===== config.mk =====
export PLATFORM = sky130hd
export DESIGN_NAME = pam_router
export DESIGN_NICKNAME = d
export VERILOG_FILES = /design/src/rtl/pam_pkg.sv /design/src/rtl/pam_seg_decode.sv /design/src/rtl/pam_attr_file.sv /design/src/rtl/pam_route_stage.sv /design/src/rtl/pam_router.sv
export SDC_FILE = /design/constraint.sdc
export NUM_CORES = 1
export LEC_CHECK = 0
export BUFFER_PORTS_ARGS = -buffer_cell sky130_fd_sc_hd__buf_2
export CAP_MARGIN = 40
export CORE_MARGIN = 2
export CORE_UTILIZATION = 37
export CTS_CLUSTER_SIZE = 24
export DETAILED_ROUTE_END_ITERATION = 10
export MAX_ROUTING_LAYER = met4
export PLACE_DENSITY = 0.57
export REMOVE_ABC_BUFFERS = 1
export SKIP_CTS_REPAIR_TIMING = 1
export SLEW_MARGIN = 5
export SYNTH_ARGS = -nofsm -noshare
export SYNTH_HDL_FRONTEND = slang
export SYNTH_HIERARCHICAL = 1
export SYNTH_SLANG_ARGS = --single-unit

===== constraint.sdc =====
create_clock -name clk -period 2.26 [get_ports clk]
set_input_delay 0.113 -clock clk [delete_from_list [all_inputs] [get_ports clk]]
set_output_delay 0.113 -clock clk [all_outputs]
set_load 0.03 [all_outputs]

===== src/rtl/pam_pkg.sv =====
package pam_pkg;

  localparam int SEG_N    = 13;
  localparam int SEG_W    = 4;
  localparam int ATTR_W   = 2;
  localparam int SMALL_LG = 14;
  localparam int WIN_LG   = 20;

  localparam int ATTR_RD_BIT = 0;
  localparam int ATTR_WR_BIT = 1;

  typedef enum logic [1:0] {
    TGT_NONE = 2'd0,
    TGT_DRAM = 2'd1,
    TGT_LINK = 2'd2
  } tgt_e;

  // offset is addr[19:0] already known to lie in 0xC0000..0xFFFFF
  function automatic logic [SEG_W-1:0] seg_index(input logic [WIN_LG-1:0] off);
    logic [WIN_LG-SMALL_LG-1:0] blk;
    if (off[WIN_LG-1:WIN_LG-4] == 4'hF) begin
      return SEG_W'(SEG_N - 1);
    end
    blk = off[WIN_LG-1:SMALL_LG] - 6'h30;
    return blk[SEG_W-1:0];
  endfunction

  function automatic tgt_e route(input logic is_wr, input logic [ATTR_W-1:0] attr,
                                 input logic from_io, input logic snoop);
    logic en;
    if (from_io && !snoop) begin
      return TGT_DRAM;
    end
    en = is_wr ? attr[ATTR_WR_BIT] : attr[ATTR_RD_BIT];
    return en ? TGT_DRAM : TGT_LINK;
  endfunction

endpackage


===== src/rtl/pam_seg_decode.sv =====
module pam_seg_decode
  import pam_pkg::*;
#(
  parameter int ADDR_W = 32
) (
  input  logic [ADDR_W-1:0] addr,
  output logic              hit,
  output logic [SEG_W-1:0]  idx
);

  logic upper_zero;

  generate
    if (ADDR_W > WIN_LG) begin : g_upper
      assign upper_zero = ~|addr[ADDR_W-1:WIN_LG];
    end else begin : g_noupper
      assign upper_zero = 1'b1;
    end
  endgenerate

  assign hit = upper_zero && (addr[WIN_LG-1:WIN_LG-2] == 2'b11);
  assign idx = hit ? seg_index(addr[WIN_LG-1:0]) : '0;

  always_comb begin
    if (hit) begin
      assert_idx_range_R2: assert (int'(idx) < SEG_N);
    end
  end

endmodule


===== src/rtl/pam_attr_file.sv =====
module pam_attr_file
  import pam_pkg::*;
(
  input  logic              clk,
  input  logic              rst_n,
  input  logic              wr_en,
  input  logic [SEG_W-1:0]  wr_seg,
  input  logic [ATTR_W-1:0] wr_val,
  input  logic [SEG_W-1:0]  rb_seg,
  output logic [ATTR_W-1:0] rb_val,
  input  logic [SEG_W-1:0]  lk_seg,
  output logic [ATTR_W-1:0] lk_val
);

  logic [ATTR_W-1:0] attr_q [SEG_N];
  logic [SEG_N*ATTR_W-1:0] attr_flat;
  logic wr_bad_index;

  assign wr_bad_index = wr_en && (int'(wr_seg) >= SEG_N);

  generate
    for (genvar g = 0; g < SEG_N; g++) begin : g_seg
      always_ff @(posedge clk or negedge rst_n) begin
        if (!rst_n) begin
          attr_q[g] <= '0;
        end else if (wr_en && (wr_seg == SEG_W'(g))) begin
          attr_q[g] <= wr_val;
        end
      end
      assign attr_flat[g*ATTR_W +: ATTR_W] = attr_q[g];
    end
  endgenerate

  always_comb begin
    rb_val = '0;
    lk_val = '0;
    for (int i = 0; i < SEG_N; i++) begin
      if (rb_seg == SEG_W'(i)) rb_val = attr_q[i];
      if (lk_seg == SEG_W'(i)) lk_val = attr_q[i];
    end
  end

  assert_bad_index_ignored_R3: assert property (@(posedge clk) disable iff (!rst_n)
    wr_bad_index |=> $stable(attr_flat));

  assert_write_lands_R3: assert property (@(posedge clk) disable iff (!rst_n)
    (wr_en && !wr_bad_index) |=> (lk_seg != $past(wr_seg)) || (lk_val == $past(wr_val)));

endmodule


===== src/rtl/pam_route_stage.sv =====
module pam_route_stage
  import pam_pkg::*;
#(
  parameter int ADDR_W = 32
) (
  input  logic              clk,
  input  logic              rst_n,
  input  logic              req_valid,
  input  logic [ADDR_W-1:0] req_addr,
  input  logic              req_write,
  input  logic              req_from_io,
  input  logic              req_snoop,
  input  logic              req_iwb,
  input  logic              seg_hit,
  input  logic [ATTR_W-1:0] seg_attr,
  output logic              rsp_valid,
  output logic              rsp_dram,
  output logic              rsp_link,
  output logic              rsp_foreign,
  output logic [ADDR_W-1:0] rsp_addr,
  output logic              hang_err
);

  tgt_e tgt_c;
  logic eff_write;
  logic iwb_hang;
  logic io_bypass;

  assign eff_write = req_write | req_iwb;
  assign tgt_c     = seg_hit ? route(eff_write, seg_attr, req_from_io, req_snoop) : TGT_NONE;
  assign iwb_hang  = req_valid && seg_hit && req_iwb && (tgt_c == TGT_LINK);
  assign io_bypass = req_valid && seg_hit && req_from_io && !req_snoop;

  always_ff @(posedge clk or negedge rst_n) begin
    if (!rst_n) begin
      rsp_valid   <= 1'b0;
      rsp_dram    <= 1'b0;
      rsp_link    <= 1'b0;
      rsp_foreign <= 1'b0;
      rsp_addr    <= '0;
    end else begin
      rsp_valid   <= req_valid;
      rsp_dram    <= req_valid && (tgt_c == TGT_DRAM);
      rsp_link    <= req_valid && (tgt_c == TGT_LINK) && !iwb_hang;
      rsp_foreign <= req_valid && !seg_hit;
      if (req_valid) rsp_addr <= req_addr;
    end
  end

  always_ff @(posedge clk or negedge rst_n) begin
    if (!rst_n) begin
      hang_err <= 1'b0;
    end else if (iwb_hang) begin
      hang_err <= 1'b1;
    end
  end

  assert_resp_follows_req_R8: assert property (@(posedge clk) disable iff (!rst_n)
    req_valid |=> rsp_valid);
  assert_no_spurious_resp_R8: assert property (@(posedge clk) disable iff (!rst_n)
    !req_valid |=> !rsp_valid);
  assert_quiet_when_idle_R8: assert property (@(posedge clk) disable iff (!rst_n)
    !rsp_valid |-> !(rsp_dram || rsp_link || rsp_foreign));
  assert_single_target_R8: assert property (@(posedge clk) disable iff (!rst_n)
    $onehot0({rsp_dram, rsp_link, rsp_foreign}));
  assert_err_sticky_R7: assert property (@(posedge clk) disable iff (!rst_n)
    hang_err |=> hang_err);
  assert_hang_dropped_R7: assert property (@(posedge clk) disable iff (!rst_n)
    iwb_hang |=> (rsp_valid && !rsp_dram && !rsp_link && !rsp_foreign && hang_err));
  assert_io_bypass_R6: assert property (@(posedge clk) disable iff (!rst_n)
    io_bypass |=> rsp_dram);
  assert_addr_unchanged_R9: assert property (@(posedge clk) disable iff (!rst_n)
    req_valid |=> (rsp_addr == $past(req_addr)));

endmodule


===== src/rtl/pam_router.sv =====
module pam_router
  import pam_pkg::*;
#(
  parameter int ADDR_W = 32
) (
  input  logic              clk,
  input  logic              rst_n,
  input  logic              req_valid,
  input  logic [ADDR_W-1:0] req_addr,
  input  logic              req_write,
  input  logic              req_from_io,
  input  logic              req_snoop,
  input  logic              req_iwb,
  input  logic              cfg_we,
  input  logic [SEG_W-1:0]  cfg_seg,
  input  logic [ATTR_W-1:0] cfg_attr,
  input  logic [SEG_W-1:0]  rb_seg,
  output logic [ATTR_W-1:0] rb_attr,
  output logic              rsp_valid,
  output logic              rsp_dram,
  output logic              rsp_link,
  output logic              rsp_foreign,
  output logic [ADDR_W-1:0] rsp_addr,
  output logic              hang_err
);

  logic              seg_hit;
  logic [SEG_W-1:0]  seg_idx;
  logic [ATTR_W-1:0] seg_attr;

  pam_seg_decode #(.ADDR_W(ADDR_W)) u_decode (
    .addr (req_addr),
    .hit  (seg_hit),
    .idx  (seg_idx)
  );

  pam_attr_file u_attr (
    .clk    (clk),
    .rst_n  (rst_n),
    .wr_en  (cfg_we),
    .wr_seg (cfg_seg),
    .wr_val (cfg_attr),
    .rb_seg (rb_seg),
    .rb_val (rb_attr),
    .lk_seg (seg_idx),
    .lk_val (seg_attr)
  );

  pam_route_stage #(.ADDR_W(ADDR_W)) u_route (
    .clk         (clk),
    .rst_n       (rst_n),
    .req_valid   (req_valid),
    .req_addr    (req_addr),
    .req_write   (req_write),
    .req_from_io (req_from_io),
    .req_snoop   (req_snoop),
    .req_iwb     (req_iwb),
    .seg_hit     (seg_hit),
    .seg_attr    (seg_attr),
    .rsp_valid   (rsp_valid),
    .rsp_dram    (rsp_dram),
    .rsp_link    (rsp_link),
    .rsp_foreign (rsp_foreign),
    .rsp_addr    (rsp_addr),
    .hang_err    (hang_err)
  );

endmodule


# Word level (Yosys, flattened, before mapping)
# Cells that the tools add are included.
dict set report op_classes {
  n_mux 36
  reduce_logical 30
  n_addsub 1
  bitwise 1
  eq_ne 40
}
# op count
set op_table {}
lappend op_table {{$eq A4 B4 Y1 const B} 16}
lappend op_table {{$mux W2} 30}
lappend op_table {{$eq A4 B3 Y1 const B} 12}
lappend op_table {{$eq A4 B2 Y1 const B} 6}
lappend op_table {{$logic_and A1 B1 Y1} 22}
lappend op_table {{$eq A4 B1 Y1 const B} 3}
lappend op_table {{$logic_not A4 Y1} 3}
lappend op_table {{$mux W4} 3}
lappend op_table {{$reduce_or A12 Y1} 1}
lappend op_table {{$eq A2 B2 Y1 const B} 2}
lappend op_table {{$logic_not A1 Y1} 4}
lappend op_table {{$sub A4 B1 Y4 const B} 1}
lappend op_table {{$mux W1} 3}
lappend op_table {{$eq A2 B1 Y1 const B} 1}
lappend op_table {{$or A1 B1 Y1} 1}
dict set report totals {
  inputBits 50
  wordCells 127
  output_inout_bits 39
  regBits 63
}

# Depth between registers and ports, before layout
# Gate-level depths: netlist of run 1.
dict set report logic_depth {
  ltp_word 26
  ltp_mapped 12
  mapped_depth_nobuf 10
}

# By module
# Netlist of run 1, hierarchy kept.
# mod cells_per_inst area_each_um2 seq_area_each_um2 instances
set by_module_without_submodules {}
lappend by_module_without_submodules {pam_attr_file 165 1691.6 650.6 1}
lappend by_module_without_submodules {pam_route_stage 83 1423.9 925.9 1}
lappend by_module_without_submodules {pam_seg_decode 10 81.3 0.0 1}

# Worst setup path before layout of run 1
# No wires, ideal clock.
dict set report synth_timing {
  kind {input to register}
  from {in req_addr[30]}
  to {reg u_route.rsp_link}
  n_path_buf 1
  cell_stages 11
  arrival_time_ns 2.236
  setup_slack_ns -0.071
  setup_time_ns 0.095
  path_cell_list {nor4bb_1 and4_4 and3_1 buf_6 inv_1 o41a_1 a31oi_1 o32a_1 o21ai_0 mux2_4 nor4b_2}
}
dict set report synth_between {
  elab_chain_cells 26
}
# item line_no
set synth_rtl {}
lappend synth_rtl {{start: declaration} pam_router.sv:9} ;# input logic [ADDR_W-1:0] req_addr,
lappend synth_rtl {{$reduce_or A12 Y1 (*)} pam_seg_decode.sv:15} ;# assign upper_zero = ~|addr[ADDR_W-1:WIN_LG];
lappend synth_rtl {{$logic_not A1 Y1 (*)} pam_seg_decode.sv:15}
lappend synth_rtl {{$logic_and A1 B1 Y1 (*)} pam_seg_decode.sv:21} ;# assign hit = upper_zero && (addr[WIN_LG-1:WIN_LG-2] == 2'b11);
lappend synth_rtl {{net seg_hit} pam_router.sv:27} ;# logic seg_hit;
lappend synth_rtl {{$mux W4 (*)} pam_seg_decode.sv:22} ;# assign idx = hit ? seg_index(addr[WIN_LG-1:0]) : '0;
lappend synth_rtl {{net seg_idx[0]} pam_router.sv:28} ;# logic [SEG_W-1:0] seg_idx;
lappend synth_rtl {{$logic_not A4 Y1} pam_attr_file.sv:39} ;# if (lk_seg == SEG_W'(i)) lk_val = attr_q[i];
lappend synth_rtl {{$mux W2 (12 in series)} pam_attr_file.sv:39}
lappend synth_rtl {{[1 not listed]} -}
lappend synth_rtl {{net seg_attr[1]} pam_router.sv:29} ;# logic [ATTR_W-1:0] seg_attr;
lappend synth_rtl {{$mux W1 (*)} pam_pkg.sv:34} ;# en = is_wr ? attr[ATTR_WR_BIT] : attr[ATTR_RD_BIT];
lappend synth_rtl {{$mux W2 (*)} pam_pkg.sv:35} ;# return en ? TGT_DRAM : TGT_LINK;
lappend synth_rtl {{$mux W2 (*)} pam_pkg.sv:34}
lappend synth_rtl {{$mux W2 (*)} pam_route_stage.sv:30} ;# assign tgt_c = seg_hit ? route(eff_write, seg_attr, req_from_io, req_snoop) : TGT_NONE;
lappend synth_rtl {{$eq A2 B2 Y1 (*)} {pam_route_stage.sv:31, pam_route_stage.sv:44}}
lappend synth_rtl {{$logic_and A1 B1 Y1} pam_route_stage.sv:31} ;# assign iwb_hang = req_valid && seg_hit && req_iwb && (tgt_c == TGT_LINK);
lappend synth_rtl {{$logic_not A1 Y1} pam_route_stage.sv:44} ;# rsp_link <= req_valid && (tgt_c == TGT_LINK) && !iwb_hang;
lappend synth_rtl {{$logic_and A1 B1 Y1 (*)} pam_route_stage.sv:44}
lappend synth_rtl {{end signal: assignment} pam_route_stage.sv:44}
lappend synth_rtl {{end: declaration} pam_route_stage.sv:18} ;# output logic rsp_link,
# The timed path passes the listed nets; every way through them passes the cells marked *.
# A chain may end at the register's enable or synchronous reset.

# Worst setup path after layout of run 1
dict set report layout_timing {
  from {in req_addr[18]}
  to {reg u_route.rsp_dram}
}
# item line_no
set layout_lines {}
lappend layout_lines {{$eq A2 B2 Y1 (*)} pam_seg_decode.sv:21}
lappend layout_lines {{$logic_and A1 B1 Y1 (*)} pam_seg_decode.sv:21}
lappend layout_lines {{net seg_hit} pam_router.sv:27}
lappend layout_lines {{$mux W4 (*)} pam_seg_decode.sv:22}
lappend layout_lines {{net seg_idx[2]} pam_router.sv:28}
lappend layout_lines {{$logic_not A4 Y1} pam_attr_file.sv:39}
lappend layout_lines {{$mux W2 (12 in series)} pam_attr_file.sv:39}
lappend layout_lines {{$mux W2 (*)} pam_attr_file.sv:39}
lappend layout_lines {{net seg_attr[0]} pam_router.sv:29}
lappend layout_lines {{$mux W1 (*)} pam_pkg.sv:34}
lappend layout_lines {{$mux W2 (*)} pam_pkg.sv:35}
lappend layout_lines {{$mux W2 (*)} pam_pkg.sv:34}
lappend layout_lines {{$mux W2 (*)} pam_route_stage.sv:30}
lappend layout_lines {{$eq A2 B1 Y1 (*)} pam_route_stage.sv:43} ;# rsp_dram <= req_valid && (tgt_c == TGT_DRAM);
lappend layout_lines {{$logic_and A1 B1 Y1 (*)} pam_route_stage.sv:43}
lappend layout_lines {{end signal: assignment} pam_route_stage.sv:43}
lappend layout_lines {{end: declaration} pam_route_stage.sv:17} ;# output logic rsp_dram,
# Marks and branches as above.

==> run metrics, run 1 <==
r2r setup slk=330 ps; Synth area leaders=dfrtp_1 (49%), mux2_2 (20%), mux4_2 (2.1%); Least-Margin Pin Slew=804 ps; critical path class=in -> reg; Die W=between 90 and 100 um; drt first-iter violations=73; number of distinct library cells after synthesis=48; CTS root buf=clkbuf_8; hold path endpoint=u_route/rsp_addr[11]; final slew viol count=0; Slew Limit Headroom=around 46%; cell taking the most area after synthesis=dfrtp_1; clk sinks=between 60 and 70; Synth Area in Compound Gates=7.83%; Routed WL=7.53 mm; clock transition at the registers of the reported paths=80 ps; post-route minimum period=2180 ps; Max Clock Freq=0.459 GHz; status=finished clean; area of the die=around 9400 um2; synthesized cell area=3200 um2; unrepaired setup endpoints after global routing=true; slowest cell on the critical path=or3_1; multiplexer share of the synthesized area=between 20 and 30%; WL met3=202 um; simple-gate share of the synthesized area=between 10% and 20%; ant diodes=0; CP Capture Type=flop; number of I/O port buffers=88; count leader, synth=dfrtp_1; largest family of logic cells by synthesized area=multiplexers; clock tree buffer depth=2; Final Instance Count excl. Fillers=477; cell family with most CP delay=simple AND/OR/NAND/NOR gates; Starting Density=38.5%; Synth Register Bits=63; Seq/Total Area, Yosys=between 40 and 50%; Hold/Removal Path Class=in -> reg; largest net degree at the start of global routing=44; fill count=between 700 and 800; share of cells above drive strength 1=between 50% and 60%; max-cap violation count=0; Ports=89; WL/cell=15.8 um; reg2reg start=u_attr/attr_flat[0]; R2R depth=7; Sequential Area=~1600 um2; DRT antenna net count=0; number of global-route vias before repair=2483; Final Skew=7.36 ps; Startpoint Class=primary input; Fin Setup TNS=0 ps; drt pass-1 iters=4; Area Overhead vs Synth=29.9%; dpl hpwl=between 5 and 6 mm; vias=2420; reg-to-reg endpoint=u_route/rsp_dram; Crit Path Max Fanout=9; Synth top area share=about half; DIE HEIGHT=97.0 um; CTS buffer count=9; LEAKAGE=about 1.9 nW; Primary FF master, synth=dfrtp_1; Largest stage delay, worst path=390 ps; hold path start=req_addr[11]; metal2 WL=3.78 mm; Synth Warn #=6; Setup Viol. Count Final=0; Critical Path AT=2440 ps; antenna violations before repair=0; CTS tree=done; Clk Latency, worst-skew pair=roughly 330 ps; PD cells=712 nW/um2; uppermost layer routed=met4; GRT Util Overall=17.2%; DRC errors left=0; Commonest cells post-synth=dfrtp_1 (63), mux2_2 (58), nor2_1 (13); first-pass GRT wire length=12.6 mm; period utilization=between 90 and 100%; crit path buf inv count=2; H-tree levels=3; FFs w/ async S/R, synth=100%; final hold vios=0; DRT met1 WL=3.48 mm; core area=8300 um2; hold depth=2; EDFF count, synth=0; Mapped Avg Cell Area=12.4 um2; worst vdd ir=0.295 mV; area of the multi-input gates=1560 um2; gpl congestion=0.920; Post-Synth XOR/XNOR Area=0%; GRT overflow=0; DP Cell Count=452; Synth Area in Adders=0%; WP data required=2520 ps; worst-path cell chain=buf_2 > nor4bb_4 > and4_4 > and2_2 > buf_4 > or3_1 > a21o_1 > a31o_1 > a21oi_2 > or3b_1 > a31oi_1; row count=33; Mapped Cells=258; DR vias/cell=5.07; Nets=417
==> cell usage in the layout (no fill, tap or decap), drive strengths merged, types with 2 or more instances in the layout <==
| cell type | n |
|---|---|
| clkinv | 5 |
| nand3b | 7 |
| o22ai | 2 |
| dfrtp | 63 |
| buf | 104 |
| nand2b | 5 |
| nor4 | 2 |
| nor3b | 5 |
| a31oi | 3 |
| clkbuf | 9 |
| nor2 | 13 |
| nand4 | 2 |
| and2 | 2 |
| or3 | 4 |
| nor2b | 7 |
| nand2 | 8 |
| nand3 | 3 |
| mux2 | 61 |
| mux2i | 5 |
| dlygate4sd3 | 9 |
| o21ai | 9 |
| or3b | 2 |
| a21oi | 9 |
| o21a | 2 |
| mux4 | 3 |
| and3 | 4 |
| inv | 4 |
==> worst max path at each step <==
stage                 start               end  slack (ps)  cells past startpoint
2_1_floorplan  req_addr[30]  u_route/rsp_link        -310                     10
3_5_place_dp   req_addr[30]  u_route/rsp_link        -350                     11
4_1_cts        req_addr[30]  u_route/rsp_link           2                     11
5_1_grt        req_addr[30]  u_route/rsp_link         -20                     12
6_report       req_addr[18]  u_route/rsp_dram          80                     11
3_3_place_gp   req_addr[30]  u_route/rsp_link        -330                     11
==> state kept, by name (all words and copies together), names as in the netlist <==
signal,cells
u_route/hang_err,1
u_route/rsp_link,1
u_route/rsp_foreign,1
u_route/rsp_valid,1
u_route/rsp_addr,32
u_route/rsp_dram,1
u_attr/attr_flat,26
==> area by class of cell <==
type                    count  share of cell area [%]
flip-flops and latches     63                    38.0
inverters                   3                   0.271
multi-input cells         177                    37.6
clock buffers               9                    2.98
clock inverters             7                    1.18
well taps                 105                    3.16
repair buffers            113                    16.9
==> layer usage <==
metal  global-route usage, %  vias up
met5                       -        -
met4                    5.53        0
met1                    21.5     1192
met3                    3.68        8
li1                        -     1178
met2                    28.0       42
==> metrics by stage <==
step | area (um2) | hold slack, ps | worst slack [ps] | total power [mW] | utilization, %
floorplan | 3100 | -183 | -307 | 1.82 | -
global placement | 3840 | 113 | -334 | 2.09 | 46.2
detailed placement | 3840 | 121 | -350 | 2.10 | 46.2
CTS | 4010 | -251 | 2.00 | 2.98 | 48.3
global route | 4150 | 1.46 | -18.3 | 3.12 | 50.0
finish | 4150 | 7.99 | 82.2 | 2.96 | 50.0
==> kinds of logic after synthesis <==
logic type / count (synthesis)
AOI/OAI and AO/OA: 38
and+or+nand+nor: 70
muxes: 69
buffers and inverters: 18
DFF: 63
==> power breakdown <==
| group | internal [mW] | switching [mW] | leakage [nW] | total [mW] |
|---|---|---|---|---|
| clock network | 0.399 | 0.462 | 0.0894 | 0.860 |
| logic | 0.324 | 0.341 | 1.01 | 0.665 |
| registers | 1.29 | 0.135 | 0.758 | 1.43 |
| total | 2.02 | 0.937 | 1.86 | 2.96 |
No activity file was read; power rests on OpenSTA's default activity.
==> inputs of run 2 (changes only) <==
--- a/config.mk
+++ b/config.mk
@@ -5,6 +5,7 @@
 export SDC_FILE = /design/constraint.sdc
 export NUM_CORES = 1
 export LEC_CHECK = 0
+export ABC_AREA = 1
 export BUFFER_PORTS_ARGS = -buffer_cell sky130_fd_sc_hd__buf_2
 export CAP_MARGIN = 40
 export CORE_MARGIN = 2
==> run 2 against run 1 <==
Effect of this change: the run now ends with negative hold slack left; routed wire length rose by 11%; register-to-register slack improved by 350 ps; clock skew fell by 4.0 ps; flip-flop and latch count did not move; core utilization fell by 2.0 points; sequential power barely moved; clock-buffer cell count rose by 1; clock power rose by 24%; synthesized area rose by 0.74%; synthesized cell count rose by 66%; largest power group unchanged.
==> run metrics, run 2 <==
number of distinct library cells after synthesis=23 (-52%); PD cells=740 nW/um2 (+4.0%); GRT overflow=0 (unchanged); GRT Util Overall=18.8% (+1.6 points); largest net degree at the start of global routing=35 (-20%); LEAKAGE=2.18 nW (+17%); CTS tree=done; DRT met1 WL=4.05 mm (+16%); CP Capture Type=flop; DR vias/cell=4.70 (-7.4%); Tot Pwr=3.05 mW (+3.4%); Seq/Total Area, Yosys=49.0% (-0.36 points); Least-Margin Pin Slew=688 ps (-116 ps); Final Instance Count excl. Fillers=653 (+37%); DP Cell Count=618 (+37%); Clk Latency, worst-skew pair=340 ps (about the same); Max Clock Freq=0.555 GHz (+21%); Area Overhead vs Synth=28.1%; clock transition at the registers of the reported paths=70 ps (about the same); commonest non-fill, non-tap cell in the layout=nand2_1; ant diodes=0 (unchanged); Synth top area share=49.0% (-0.36 points); metal2 WL=3.72 mm (-1.6%); Mapped Avg Cell Area=7.51 um2 (-39%); vias=3068 (+27%); area of the die=9470 um2 (+0.71%); Crit Path Max Fanout=8 (-1); number of I/O port buffers=88 (unchanged); synthesized cell area=3220 um2 (+0.74%); r2r setup slk=680 ps (+350 ps); clock tree buffer depth=2 (unchanged); status=finished with violations; failing checks=negative hold slack; Area after DPL=3720 um2 (-3.0%); drt pass-1 iters=4 (unchanged); period utilization=79.7% (-17 points); CTS buffer count=9 (unchanged); WP data required=2500 ps (-20 ps); H-tree levels=3 (unchanged); critical path class=in -> reg; first-pass GRT wire length=13.9 mm (+10%); max reg flops=32 (unchanged); Largest Register=u_route/rsp_addr; Routed WL=8.39 mm (+11%); core area=8590 um2 (+3.5%); Commonest cells post-synth=nand2_1 (175), dfrtp_1 (63), nor2_1 (50); final instance area=4130 um2 (-0.63%); share of cells above drive strength 1=25.7% (-27 points); drt first-iter violations=200 (+170%); final slew viol count=0 (unchanged); Hold/Removal Path Class=in -> reg; dpl hpwl=5.94 mm (+5.6%); Critical Path AT=2040 ps (-400 ps); Final Skew=3.34 ps (-4.02 ps); cell taking the most area after synthesis=dfrtp_1; DIE HEIGHT=97.3 um (+0.36%); Fin Setup TNS=0 ps (unchanged); number of global-route vias before repair=2934 (+18%); Synth area leaders=dfrtp_1 (49%), nand2_1 (20%), nor2_1 (5.8%); EDFF count, synth=0 (unchanged); Final Hold Slack=-17.7 ps (-25.7 ps); final hold vios=4 (+4); FFs w/ async S/R, synth=100% (unchanged); Nets=590 (+41%); Die W=97.3 um (+0.36%); DRC errors left=0 (unchanged); row count=34 (+3.0%); uppermost layer routed=met4; Primary FF master, synth=dfrtp_1; Synth Register Bits=63 (unchanged); Setup Viol. Count Final=0 (unchanged); Mapped Cells=429 (+66%); Slew Limit Headroom=54.1% (+7.7 points); commonest non-fill, non-tap cells in the layout=nand2_1 (175), buf_2 (88), dfrtp_1 (63); count leader, synth=nand2_1; unrepaired setup endpoints after global routing=false; Ports=89 (unchanged); CTS root buf=clkbuf_8; Starting Density=37.5% (-1.0 points); WL/cell=12.8 um (-19%); Synth Warn #=6 (unchanged); max-cap violation count=0 (unchanged); post-route minimum period=1800 ps (-376 ps); gpl congestion=0.860 (-6.6%); antenna violations before repair=0 (unchanged); DRT antenna net count=0 (unchanged); Core Util, Final=48.0% (-2.0 points); WL met3=513 um (+150%); clk sinks=63 (unchanged); worst vdd ir=0.339 mV (+15%); Startpoint Class=primary input
## run 2: metrics by stage
stage                     setup slack [ps]  hold slack, ps
after floorplan                        517            -183
after global placement                 152             204
after detailed placement               114             198
after CTS                              465            -181
after global routing                   153           -9.13
final                                  458           -17.7
## run 2: routing by layer
layer	vias up	global-route usage [%]
li1	1568	-
met1	1385	25.2
met2	104	28.5
met3	11	4.24
met4	0	6.30
met5	-	-
## run 2: layout make-up
class                      count  area, um2
fill                         851       4470
sequential                    63       1580
tap                          108        135
multi-input combinational    321       1400
timing repair buffer         109        658
clock buffer                  10        128
clock inverter                 6       85.1
inverter                      36        143
## run 2: cell families after synthesis
logic type,share of synthesized area [%]
buf+inv,7.54
simple gates,37.7
flops,49.0
compound gates,5.79
## run 2: critical path: stages
cell     delay, ps
buf_2          100
nor2_1         100
nand2_1         70
nor2_1         120
nand2_2        100
nor2_1         250
nor2_2         140
and3_1         190
nor2_1         160
nand4_1        120
nand2_1         80
nand2_1         50
nand2_1         50
nand4_1         70
inv_1           60
o21ai_1         60
nand2_2         70
nand2_2         60
nand2_1         50
inv_1           30
## run 2: report_power, final
| part | total, mW | leakage [nW] | internal [mW] | switching (mW) |
|---|---|---|---|---|
| Combinational | 0.575 | 1.30 | 0.205 | 0.370 |
| Sequential | 1.41 | 0.775 | 1.28 | 0.134 |
| Clock | 1.07 | 0.102 | 0.617 | 0.450 |
## run 2: final timing paths
| check | from | to | depth (start not counted) |
|---|---|---|---|
| max in group asynchronous | rst_n | u_attr/attr_flat[1] | 3 |
| min reg2reg | u_route/hang_err | u_route/hang_err | 2 |
| min in group asynchronous | rst_n | u_route/rsp_valid | 2 |
| max | req_addr[21] | u_route/rsp_dram | 20 |
| max reg2reg | u_attr/attr_flat[7] | u_route/rsp_dram | 13 |
| min | req_addr[1] | u_route/rsp_addr[1] | 3 |
==> inputs of run 3 (changes only) <==
--- a/config.mk
+++ b/config.mk
@@ -5,7 +5,7 @@
 export SDC_FILE = /design/constraint.sdc
 export NUM_CORES = 1
 export LEC_CHECK = 0
-export ABC_AREA = 1
+export ABC_AREA = 0
 export BUFFER_PORTS_ARGS = -buffer_cell sky130_fd_sc_hd__buf_2
 export CAP_MARGIN = 40
 export CORE_MARGIN = 2
@@ -13,7 +13,7 @@
 export CTS_CLUSTER_SIZE = 24
 export DETAILED_ROUTE_END_ITERATION = 10
 export MAX_ROUTING_LAYER = met4
-export PLACE_DENSITY = 0.57
+export PLACE_DENSITY = 0.59
 export REMOVE_ABC_BUFFERS = 1
 export SKIP_CTS_REPAIR_TIMING = 1
 export SLEW_MARGIN = 5
==> constraint.sdc (replaced) <==
create_clock -name clk -period 1.61 [get_ports clk]
set_input_delay 0.0805 -clock clk [delete_from_list [all_inputs] [get_ports clk]]
set_output_delay 0.0805 -clock clk [all_outputs]
set_load 0.03 [all_outputs]
==> run 3 against run 2 <==
Effect of this change: the run ends with negative hold slack, negative setup slack left; cell area grew 12%; largest power group unchanged; sequential power grew 41%; flip-flop and latch count is the same; clock-buffer cell count is the same; routed wire length shrank 0.75%; combinational power grew 110%; clock power grew 47%; first-iteration DRC count shrank 34%; clock skew grew 7.3 ps; total power grew 56%; die area shrank 0.71%; via count shrank 15%.
==> run metrics, run 3 (synthesized netlist as in run 1, its figures left out) <==
commonest non-fill, non-tap cells in the layout=buf_2 (82), dfrtp_1 (63), mux2_2 (58); Crit Path Max Fanout=7 (-1); Largest Register=u_route/rsp_addr; WP data required=1870 ps (-630 ps); core area=8300 um2 (-3.4%); DIE HEIGHT=97.0 um (-0.35%); Least-Margin Pin Slew=463 ps (-226 ps); PD cells=1030 nW/um2 (+39%); status=finished with violations; post-route minimum period=2090 ps; Starting Density=38.5% (+1.0 points); largest net degree at the start of global routing=47 (+34%); Startpoint Class=primary input; Die W=97.0 um (-0.35%); worst vdd ir=0.704 mV (+110%); H-tree levels=3 (unchanged); setup ws final=-480 ps (-938 ps); Hold/Removal Path Class=in -> reg; Sequential Area=1580 um2 (unchanged); Nets=456 (-23%); Area Overhead vs Synth=44.8%; unrepaired setup endpoints after global routing=true; failing checks=negative hold slack, negative setup slack; DR vias/cell=5.03 (+7.2%); final slew viol count=0 (unchanged); Max Clock Freq=~0.48 GHz; Final Skew=10.6 ps (+7.29 ps); WL/cell=16.1 um (+26%); antenna violations before repair=0 (unchanged); gpl congestion=0.911 (+5.9%); clk sinks=63 (unchanged); final hold vios=2 (-2); Fin Setup TNS=-1880 ps (-1880 ps); share of cells above drive strength 1=54.0% (+28 points); commonest non-fill, non-tap cell in the layout=buf_2; Area after DPL=3940 um2 (+5.7%); clock transition at the registers of the reported paths=80 ps (about the same); number of I/O port buffers=88 (unchanged); Final Hold Slack=-0.647 ps (+17.0 ps); DRT antenna net count=0 (unchanged); drt first-iter violations=133 (-34%); GRT Util Overall=18.0% (-0.78 points); Clk Latency, worst-skew pair=340 ps (about the same); area of the multi-input gates=1570 um2 (+12%); dpl hpwl=5.87 mm (-1.1%); clock tree buffer depth=2 (unchanged); Slew Limit Headroom=69.2% (+15 points); Core Util, Final=55.8% (+7.8 points); Critical Path AT=2350 ps (+310 ps); Routed WL=8.33 mm (-0.75%); max reg flops=32 (unchanged); area of the die=9400 um2 (-0.71%); DRC errors left=0 (unchanged); first-pass GRT wire length=13.1 mm (-5.8%); number of global-route vias before repair=2620 (-11%); CTS buffer count=9 (unchanged); GRT overflow=0 (unchanged); row count=33 (-2.9%); Setup Viol. Count Final=5 (+5); vias=2598 (-15%); Ports=89 (unchanged); period utilization=130%; fill count=704 (-17%); drt pass-1 iters=4 (unchanged); CTS tree=done; LEAKAGE=2.09 nW (-4.1%); CTS root buf=clkbuf_8; max-cap violation count=0 (unchanged); ant diodes=0 (unchanged); critical path class=in -> reg; CP Capture Type=flop; final instance area=4630 um2 (+12%)
==> run 3: cell types whose count changed in the layout (fill, tap and decap cells not counted), sizes merged, moves of 6 or more <==
cell         delta
dlygate4sd3     +8
nor3            -6
nor2b           +7
nand3          -15
nand3b          +7
nand2         -184
o21ai          -14
nand4           -8
mux2           +61
nor2           -43
inv            -32
buf            +34
==> run 3: path summary, 6_finish.rpt <==
check | from | end | slack (ps) | cells past startpoint
max | req_addr[20] | u_route/rsp_dram | -480 | 12
min | req_addr[17] | u_route/rsp_addr[17] | -0.6 | 2
max reg2reg | u_attr/attr_flat[0] | u_route/rsp_dram | -380 | 7
min reg2reg | u_route/hang_err | u_route/hang_err | 470 | 1
max in group asynchronous | rst_n | u_attr/attr_flat[17] | 790 | 3
min in group asynchronous | rst_n | u_attr/attr_flat[4] | 220 | 2
==> run 3: where the power goes <==
part           leakage (nW)  internal [mW]  switching [mW]
sequential            0.758           1.82           0.171
clock                 0.109          0.921           0.652
combinational          1.22          0.636           0.560
==> run 3: final cells by class <==
class                           instances  area share, %
Clock inverter                          6           2.00
Tap cell                              105           2.84
Inverter                                3          0.243
Timing Repair Buffer                  152           23.9
Multi-Input combinational cell        177           33.9
Clock buffer                           10           2.97
Sequential cell                        63           34.1
==> run 3: critical path, stage by stage <==
cell       delay, ps
buf_2            110
nor4_2           290
and4_4           300
and3_4           230
clkbuf_16        150
nor3b_2           50
o21ai_0          150
o311ai_1         120
a31o_1           240
a21oi_2          130
or3b_1           360
a31oi_1          140
==> run 3: layer usage <==
| layer | GRT usage, % | share of wire (%) | routed length [um] | vias to the layer above |
|---|---|---|---|---|
| met5 | - | 0 | 0 | - |
| met4 | 6.61 | 1.5 | 124 | 0 |
| met3 | 3.25 | 4.2 | 347 | 12 |
| met2 | 27.9 | 50 | 4190 | 62 |
| met1 | 23.9 | 44 | 3670 | 1272 |
| li1 | - | - | - | 1252 |
==> run 3: through the flow <==
stage               power (mW)  setup WS, ps  cells  hold slack, ps
floorplan                 2.56          -925    243            -215
global placement          3.04          -938    465            73.5
detailed placement        3.06          -946    465            61.6
CTS                       4.66          -588    481            -311
global route              5.01          -568    516            2.95
finish                    4.76          -480    516          -0.647
